**config.mk**
```make
export PLATFORM = sky130hd
export DESIGN_NAME = ic_route_ctrl
export DESIGN_NICKNAME = d
export VERILOG_FILES = /design/src/rtl/ic_pkg.sv /design/src/rtl/ic_cfg_regs.sv /design/src/rtl/ic_pick.sv /design/src/rtl/ic_route_ctrl.sv
export SDC_FILE = /design/constraint.sdc
export NUM_CORES = 2
export LEC_CHECK = 0
export BUFFER_PORTS_ARGS = -buffer_cell sky130_fd_sc_hd__buf_2
export CAP_MARGIN = 20
export CORE_ASPECT_RATIO = 2
export CORE_MARGIN = 2
export CORE_UTILIZATION = 55
export CTS_BUF_LIST = sky130_fd_sc_hd__clkbuf_8
export CTS_CLUSTER_SIZE = 10
export DETAILED_ROUTE_END_ITERATION = 10
export GPL_TIMING_DRIVEN = 0
export PLACE_DENSITY = 0.69
export REMOVE_ABC_BUFFERS = 1
export SETUP_SLACK_MARGIN = 0.1
export SLEW_MARGIN = 5
export SYNTH_ARGS = -nofsm -noshare
export SYNTH_HDL_FRONTEND = slang
export SYNTH_SLANG_ARGS = --single-unit
```
**constraint.sdc**
```tcl
create_clock -name clk -period 3.35 [get_ports clk]
set_input_delay 0.335 -clock clk [delete_from_list [all_inputs] [get_ports clk]]
set_output_delay 0.335 -clock clk [all_outputs]
set_load 0.05 [all_outputs]
```
**src/rtl/ic_pkg.sv**
```systemverilog
package ic_pkg;
  localparam int DATA_W = 32;
  localparam int ADDR_W = 14;
  localparam int ID_W = 10;
  localparam logic [ID_W-1:0] ID_NONE = 10'h3FF;

  localparam logic [ADDR_W-1:0] A_CTRL = 14'h0000;
  localparam logic [ADDR_W-1:0] A_EN_SET = 14'h0030;
  localparam logic [ADDR_W-1:0] A_EN_CLR = 14'h0034;
  localparam logic [ADDR_W-1:0] A_SCTL_BASE = 14'h0100;
  localparam logic [ADDR_W-1:0] A_ACK = 14'h2044;
  localparam logic [ADDR_W-1:0] A_MSK_SET = 14'h2048;
  localparam logic [ADDR_W-1:0] A_MSK_CLR = 14'h204C;
endpackage

```
**src/rtl/ic_cfg_regs.sv**
```systemverilog
module ic_cfg_regs
  import ic_pkg::*;
#(
  parameter int NUM_SRC = 32,
  parameter int NUM_CPU = 4,
  localparam int SIDX_W = (NUM_SRC > 1) ? $clog2(NUM_SRC) : 1,
  localparam int CPU_W = (NUM_CPU > 1) ? $clog2(NUM_CPU) : 1
) (
  input  logic                             clk,
  input  logic                             rst,
  input  logic                             en_set,
  input  logic                             en_clr,
  input  logic                             msk_set,
  input  logic                             msk_clr,
  input  logic [SIDX_W-1:0]                idx,
  input  logic [CPU_W-1:0]                 cpu,
  input  logic                             sctl_we,
  input  logic [SIDX_W-1:0]                sctl_idx,
  input  logic [DATA_W-1:0]                sctl_wdata,
  output logic [NUM_SRC-1:0]               enable,
  output logic [NUM_CPU-1:0][NUM_SRC-1:0]  mask,
  output logic [NUM_SRC-1:0][DATA_W-1:0]   sctl
);
  always_ff @(posedge clk) begin
    if (rst) begin
      enable <= '0;
      mask   <= '1;
      sctl   <= '0;
    end else begin
      if (en_set) enable[idx] <= 1'b1;
      if (en_clr) enable[idx] <= 1'b0;
      if (msk_set) mask[cpu][idx] <= 1'b1;
      if (msk_clr) mask[cpu][idx] <= 1'b0;
      if (sctl_we) sctl[sctl_idx] <= sctl_wdata;
    end
  end
endmodule

```
**src/rtl/ic_pick.sv**
```systemverilog
module ic_pick
  import ic_pkg::*;
#(
  parameter int NUM_SRC = 32
) (
  input  logic [NUM_SRC-1:0] req,
  output logic               found,
  output logic [ID_W-1:0]    id
);
  always_comb begin
    found = 1'b0;
    id    = ID_NONE;
    for (int n = NUM_SRC - 1; n >= 0; n--) begin
      if (req[n]) begin
        found = 1'b1;
        id    = ID_W'(n);
      end
    end
  end
endmodule

```
**src/rtl/ic_route_ctrl.sv**
```systemverilog
module ic_route_ctrl
  import ic_pkg::*;
#(
  parameter int NUM_SRC = 32,
  parameter int NUM_CPU = 4,
  parameter int LOCAL_ID = 5,
  localparam int SIDX_W = (NUM_SRC > 1) ? $clog2(NUM_SRC) : 1,
  localparam int CPU_W = (NUM_CPU > 1) ? $clog2(NUM_CPU) : 1
) (
  input  logic               clk,
  input  logic               rst,
  input  logic [NUM_SRC-1:0] src_level,
  input  logic               bus_req,
  input  logic               bus_we,
  input  logic [CPU_W-1:0]   bus_cpu,
  input  logic [ADDR_W-1:0]  bus_addr,
  input  logic [DATA_W-1:0]  bus_wdata,
  output logic [DATA_W-1:0]  bus_rdata,
  output logic               bus_rvalid,
  output logic [NUM_CPU-1:0] cpu_irq
);
  localparam int SCTL_END = 256 + 4 * NUM_SRC;
  localparam logic [DATA_W-1:0] NSRC_WORD = DATA_W'(NUM_SRC);

  logic wr, rd, idx_ok, sctl_hit;
  logic [SIDX_W-1:0] sctl_idx;
  logic [ADDR_W-1:0] sctl_off;
  logic [NUM_SRC-1:0] enable;
  logic [NUM_CPU-1:0][NUM_SRC-1:0] mask;
  logic [NUM_SRC-1:0][DATA_W-1:0] sctl;
  logic [NUM_CPU-1:0][ID_W-1:0] ack_id;
  logic [DATA_W-1:0] rd_mux;

  assign wr = bus_req & bus_we;
  assign rd = bus_req & ~bus_we;
  assign idx_ok = bus_wdata < NSRC_WORD;
  assign sctl_off = bus_addr - A_SCTL_BASE;
  assign sctl_idx = sctl_off[SIDX_W+1:2];
  assign sctl_hit = (int'(bus_addr) >= 256) && (int'(bus_addr) < SCTL_END)
                    && (bus_addr[1:0] == 2'b00);

  ic_cfg_regs #(.NUM_SRC(NUM_SRC), .NUM_CPU(NUM_CPU)) u_cfg (
    .clk       (clk),
    .rst       (rst),
    .en_set    (wr && idx_ok && bus_addr == A_EN_SET),
    .en_clr    (wr && idx_ok && bus_addr == A_EN_CLR),
    .msk_set   (wr && idx_ok && bus_addr == A_MSK_SET),
    .msk_clr   (wr && idx_ok && bus_addr == A_MSK_CLR),
    .idx       (bus_wdata[SIDX_W-1:0]),
    .cpu       (bus_cpu),
    .sctl_we   (wr && sctl_hit),
    .sctl_idx  (sctl_idx),
    .sctl_wdata(bus_wdata),
    .enable    (enable),
    .mask      (mask),
    .sctl      (sctl)
  );

  for (genvar c = 0; c < NUM_CPU; c++) begin : g_cpu
    logic [NUM_SRC-1:0] elig;
    for (genvar n = 0; n < NUM_SRC; n++) begin : g_src
      if (n == LOCAL_ID) begin : g_local
        assign elig[n] = src_level[n] & ~mask[c][n];
      end else begin : g_global
        assign elig[n] = src_level[n] & ~mask[c][n] & enable[n] & sctl[n][c];
      end
    end
    ic_pick #(.NUM_SRC(NUM_SRC)) u_pick (
      .req  (elig),
      .found(cpu_irq[c]),
      .id   (ack_id[c])
    );
  end

  always_comb begin
    rd_mux = '0;
    if (bus_addr == A_CTRL) rd_mux[11:2] = NSRC_WORD[9:0];
    else if (bus_addr == A_ACK) rd_mux[ID_W-1:0] = ack_id[bus_cpu];
    else if (sctl_hit) rd_mux = sctl[sctl_idx];
  end

  always_ff @(posedge clk) begin
    if (rst) begin
      bus_rvalid <= 1'b0;
      bus_rdata  <= '0;
    end else begin
      bus_rvalid <= rd;
      if (rd) bus_rdata <= rd_mux;
    end
  end
endmodule

```
; ---- Yosys cells after proc, flatten, opt, wreduce, memory -nomap -nowiden
; Cells that the tools add are included.
[op_classes]
n_eq_ne = 5
n_reduce_logical = 13
magnitude_cmp = 9
n_mux = 279
shift = 0
multipliers = 0
bitwise = 513
div = 0
addsub = 1
[ops]
columns = op, n
row1 = $mux 10, 131
row2 = $bwmux 1024, 1
row3 = $mux 128, 3
row4 = $and 1x1->1, 378
row5 = $mux 32, 7
row6 = $bmux 32 s5, 1
row7 = $demux 32 s5, 1
row8 = $mux 1, 129
row9 = $not 1->1, 129
row10 = $and 128x128->128, 1
row11 = $not 128->128, 1
row12 = $or 128x128->128, 1
row13 = $demux 32 s2, 1
row14 = $eq 14x14->1 const B, 3
row15 = $and 32x32->32, 1
row16 = $lt 32x6->1 const B, 1
row17 = $not 32->32, 1
row18 = $or 32x32->32, 1
row19 = $eq 14x6->1 const B, 2
row20 = $mux 22, 1
row21 = $bmux 10 s2, 1
row22 = $mux 20, 1
row23 = $ge 14x9->1 const B, 1
row24 = $logic_not 14->1, 1
row25 = other kinds (10), 22
[totals]
regBits = 1217
romBits = 0
mem_bits_rw = 0
elab_cells = 859
in_bits = 84
memories = 0
out_inout_bits = 37
latch_bits = 0

; ---- Depth between registers and ports, before layout
[depth]
ltp_word = 40
mapped_depth = 10
mapped_depth_nobuf = 7

; ---- By module
; From an unflattened synthesis, not the netlist that was laid out.
[unflattened]
cells_unflattened = 5412
area_unflattened_um2 = 58388.5
[modules_own_cells]
columns = mod, instances, cells_per_inst, area_each_um2, seq_area_each_um2
row1 = ic_cfg_regs, 1, 4126, 45989.1, 23702.7
row2 = ic_route_ctrl, 1, 1002, 10802.9, 660.6
row3 = ic_pick, 4, 71, 399.1, 0.0

; ---- Worst setup path after synthesis
; Ideal clock, no wire load.
[synth_path]
path_type = input -> register
start = input bus_wdata[14]
end = register with a tool-made name
required_ns = 3.269
arrival_ns = 2.351
setup_ns = 0.081
path_buffers = 2
path_slack_ns = 0.918
path_stages = 9
cell_sequence = clkbuf_1 -> nor4_1 -> nand2_1 -> or4_4 -> or3_4 -> nor3_4 -> buf_6 -> a21oi_2 -> a211oi_2
[synth_lines]
columns = item, line_no
row1 = "start, declared", ic_route_ctrl.sv:17  ; input logic [DATA_W-1:0] bus_wdata,

; ---- Worst setup path after layout
[layout_path]
start = register u_cfg.sctl[770] (netlist bit)
end = register bus_rdata[2]
[layout_between]
elab_chain_cells = 30
word_cells_on_any_way = 33
classes_between = mux (32) / bitwise (1)
[layout_rtl]
columns = item, line_no
row1 = "start, declared", ic_cfg_regs.sv:22  ; output logic [NUM_SRC-1:0][DATA_W-1:0] sctl
row2 = "start signal, assigned by index", ic_cfg_regs.sv:34  ; if (sctl_we) sctl[sctl_idx] <= sctl_wdata;
row3 = $and 1x1->1, ic_route_ctrl.sv:65  ; assign elig[n] = src_level[n] & ~mask[c][n] & enable[n] & sctl[n][c];
row4 = $mux 10 (25 in series), ic_pick.sv:14  ; if (req[n]) begin
row5 = $bmux 10 s2, ic_route_ctrl.sv:78  ; else if (bus_addr == A_ACK) rd_mux[ID_W-1:0] = ack_id[bus_cpu];
row6 = $mux 10 (not written as such), ic_route_ctrl.sv:78
row7 = $mux 10 *, ic_route_ctrl.sv:78
row8 = $mux 10 *, ic_route_ctrl.sv:77  ; if (bus_addr == A_CTRL) rd_mux[11:2] = NSRC_WORD[9:0];
row9 = "end signal, assigned", ic_route_ctrl.sv:88  ; if (rd) bus_rdata <= rd_mux;
row10 = "end, declared", ic_route_ctrl.sv:18  ; output logic [DATA_W-1:0] bus_rdata,
; Mark *: on every way between the ends. The rest lies on a longest branch, timed or not. The select of a mux whose other input is x is not followed.
; A chain may end at the register's enable or synchronous reset.

==> flow_metrics.tcl <==
set metrics [dict create \
    fin_area_um2 61010 \
    gp_congestion 1.117 \
    yosysMostFrequentCell "nand2_1" \
    period_share_pct 103.3 \
    startpoint_type "register" \
    multi_input_area_um2 27460 \
    drive_above_1_share_pct 14.76 \
    synth_flop_cell "dfxtp_1" \
    die_h_um 446.0 \
    stdcell_count 7678 \
    placed_cells 7248 \
    seq_area_um2 24340 \
    ys_types 68 \
    hpwl_um 135300 \
    grtUsageTotal_pct 44.43 \
    p_per_area_nw_per_um2 456.0 \
    pre_cts_slack_ps -759.4 \
    yosysTopAreaCell "dfxtp_1" \
    fp-row-count 162 \
    worstPathRequired_ps 4170 \
    syn_avg_cell_area_um2 8.423 \
    post_drt_wl_per_cell_um 29.14 \
    status "finished with violations" \
    critPathArrivalTime_ps 4270 \
    drv_slew 0 \
    numClockSinks 1216 \
    worstMarginPinSlew_ps 1400 \
    io_pins 121 \
    hold_class "input pin to register" \
    worstPathMaxFanout 3 \
    clock_latency_ps 980 \
    synth_common_cells "nand2_1, dfxtp_1, a21oi_1, clkbuf_1, nor2_1" \
    p_total_uw 27820 \
    first_global_vias 48151 \
    fill_cells 8162 \
    setup_viol 2 \
    cts_tree "built" \
    synth-edff-count 0 \
    setup_slack_ps -108.9 \
    place_area_um2 56200 \
    antenna_found_initial 24 \
    ant_nets 0 \
    slew-limit-headroom_pct 6.507 \
    start_util_pct 55.33 \
    firstDrtPassIters 11 \
    avgViaCountPerCell 6.659 \
    clock_skew_ps 47.09 \
    total_leakage_power_uw 0.02094 \
    yosysTopAreaCellShare_pct 45.31 \
    clk_pin_slew_ps 70 \
    grt_overflow 0 \
    cap_violations 0 \
    cts_buffers 168 \
    rsz0062_at_grt "yes" \
    clockBufferDepth 3 \
    ys_seq_elements 1216 \
    synthToLayoutAreaGrowth_pct 13.56 \
    ctsRootBufferMaster "clkbuf_8" \
    synthCells 6378 \
    drt_iter0_markers 7496 \
    portBuffers 120 \
    synth_area_leaders "dfxtp_1, nand2_1, mux4_2" \
    yosysWarnings 0 \
    die_x_um 225.0 \
    nNetsFinal 6383 \
    grt_pass1_wl_um 321900 \
    drt_wl_total_um 223800 \
    period_minus_slack_ps 3459 \
    ir_drop_mv 0.3907 \
    drc_errors 13 \
    synthArstFlopShare_pct 0 \
    die_area_um2 100300 \
    vias 51131 \
    core_area_um2 97090 \
    violations "DRC, setup timing" \
    syn_area_um2 53720 \
    endpoint_kind "register" \
    synth_seq_area_share_pct 45.31 \
    max_freq_ghz 0.2891 \
    fin_tns_setup_ps -213.7 \
    hold_viol 0 \
    cts_max_level 4 \
    worstSetupPathType "register to register" \
    grt_max_degree 143 \
]
cells in the final DEF (no fill, tap or decap), types with 8 or more instances in the layout:
cell	Yosys	routed
o21ai_0	29	27
o22ai_1	95	95
nand2b_1	22	22
clkbuf_8	0	205
inv_1	9	72
nand4b_1	109	109
a21oi_1	1081	1081
and4b_1	32	32
a211oi_2	30	30
nand2_1	1983	1949
buf_12	0	70
clkinv_2	0	9
dlygate4sd3_1	0	59
and2_1	11	11
nor2_1	364	326
mux2i_1	105	104
nor2b_1	11	9
diode_2	0	25
mux4_2	263	263
a211oi_1	10	10
nor3b_1	8	8
buf_4	21	26
nand4_1	34	34
buf_16	0	37
buf_2	35	123
a31oi_1	9	9
nand2_2	0	34
o21bai_1	128	128
nand3_1	24	22
nor2_4	0	35
buf_8	0	16
nor3_1	26	23
o211ai_1	10	10
dfxtp_1	1216	1216
a22oi_1	23	23
nor4_1	37	33
a21oi_2	30	30
cells by family after synthesis:
| group | count (synthesis) | synth area share [%] |
|---|---|---|
| buffers and inverters | 601 | 4.469 |
| and+or+nand+nor | 2702 | 21.35 |
| muxes | 372 | 13.07 |
| DFF | 1216 | 45.31 |
| AOI/OAI and AO/OA | 1487 | 15.80 |
repair_timing:
item / in CTS / in global routing
gates cloned: 0 / 2
hold endpoints to repair: 700 / 27
setup buffers: 4 / 14
hold buffers: 66 / 3
pin swaps: 3 / 9
resized for setup: 7 / 9
setup endpoints to repair: 4 / 246
metal layers:
metal  share of wire, %  vias up  global-route usage, %
li1                   -    21835                      -
met1                 31    24211                  45.77
met2                 45     3702                  67.93
met3                 12     1361                  17.86
met4                 12       22                  41.98
met5               0.29        -                  3.077
registers in the layout, summed over array words and instances, names as in the netlist, named ones only:
register / cells
u_cfg.mask: 128
bus_rvalid: 1
bus_rdata: 32
u_cfg.sctl: 1024
worst paths after layout:
check                           slack, ps               to            start  cells after the start
worst min-delay path                   20     bus_rdata[4]       bus_cpu[0]                      5
worst min register to register        450  u_cfg.sctl[965]  u_cfg.sctl[965]                      2
worst max register to register       -110     bus_rdata[2]  u_cfg.sctl[770]                      7
worst max-delay path                 -110     bus_rdata[2]  u_cfg.sctl[770]                      7
final cells by class:
type	count	area share [%]
diodes	25	0.1025
clock buffers	204	4.602
clock inverters	90	0.8675
inverters	10	0.06153
multi-input cells	4561	45.02
flip-flops and latches	1216	39.90
well taps	1230	2.523
repair buffers	342	6.926
stage by stage:
| step | hold WS (ps) | utilization [%] |
|---|---|---|
| floorplan | 399.6 | - |
| global placement | 433.5 | 55.10 |
| detailed placement | 443.1 | 57.89 |
| CTS | 19.41 | 62.19 |
| global route | 37.88 | 62.80 |
| finish | 21.66 | 62.84 |
report_power, final:
| group | switching, uW | internal, uW |
|---|---|---|
| clock | 5880 | 5820 |
| combinational | 1210 | 452 |
| sequential | 1.21 | 14500 |
| total | 7090 | 20700 |
worst max-delay path: stages, from the launching register on:
cell	delay, ps
dfxtp_1	430
nand4b_1	480
nand4_1	500
nor2b_1	1140
o31ai_1	160
a221o_1	370
o2111ai_1	130
a221oi_1	120
Note: power is estimated with default switching activity, not from simulation.
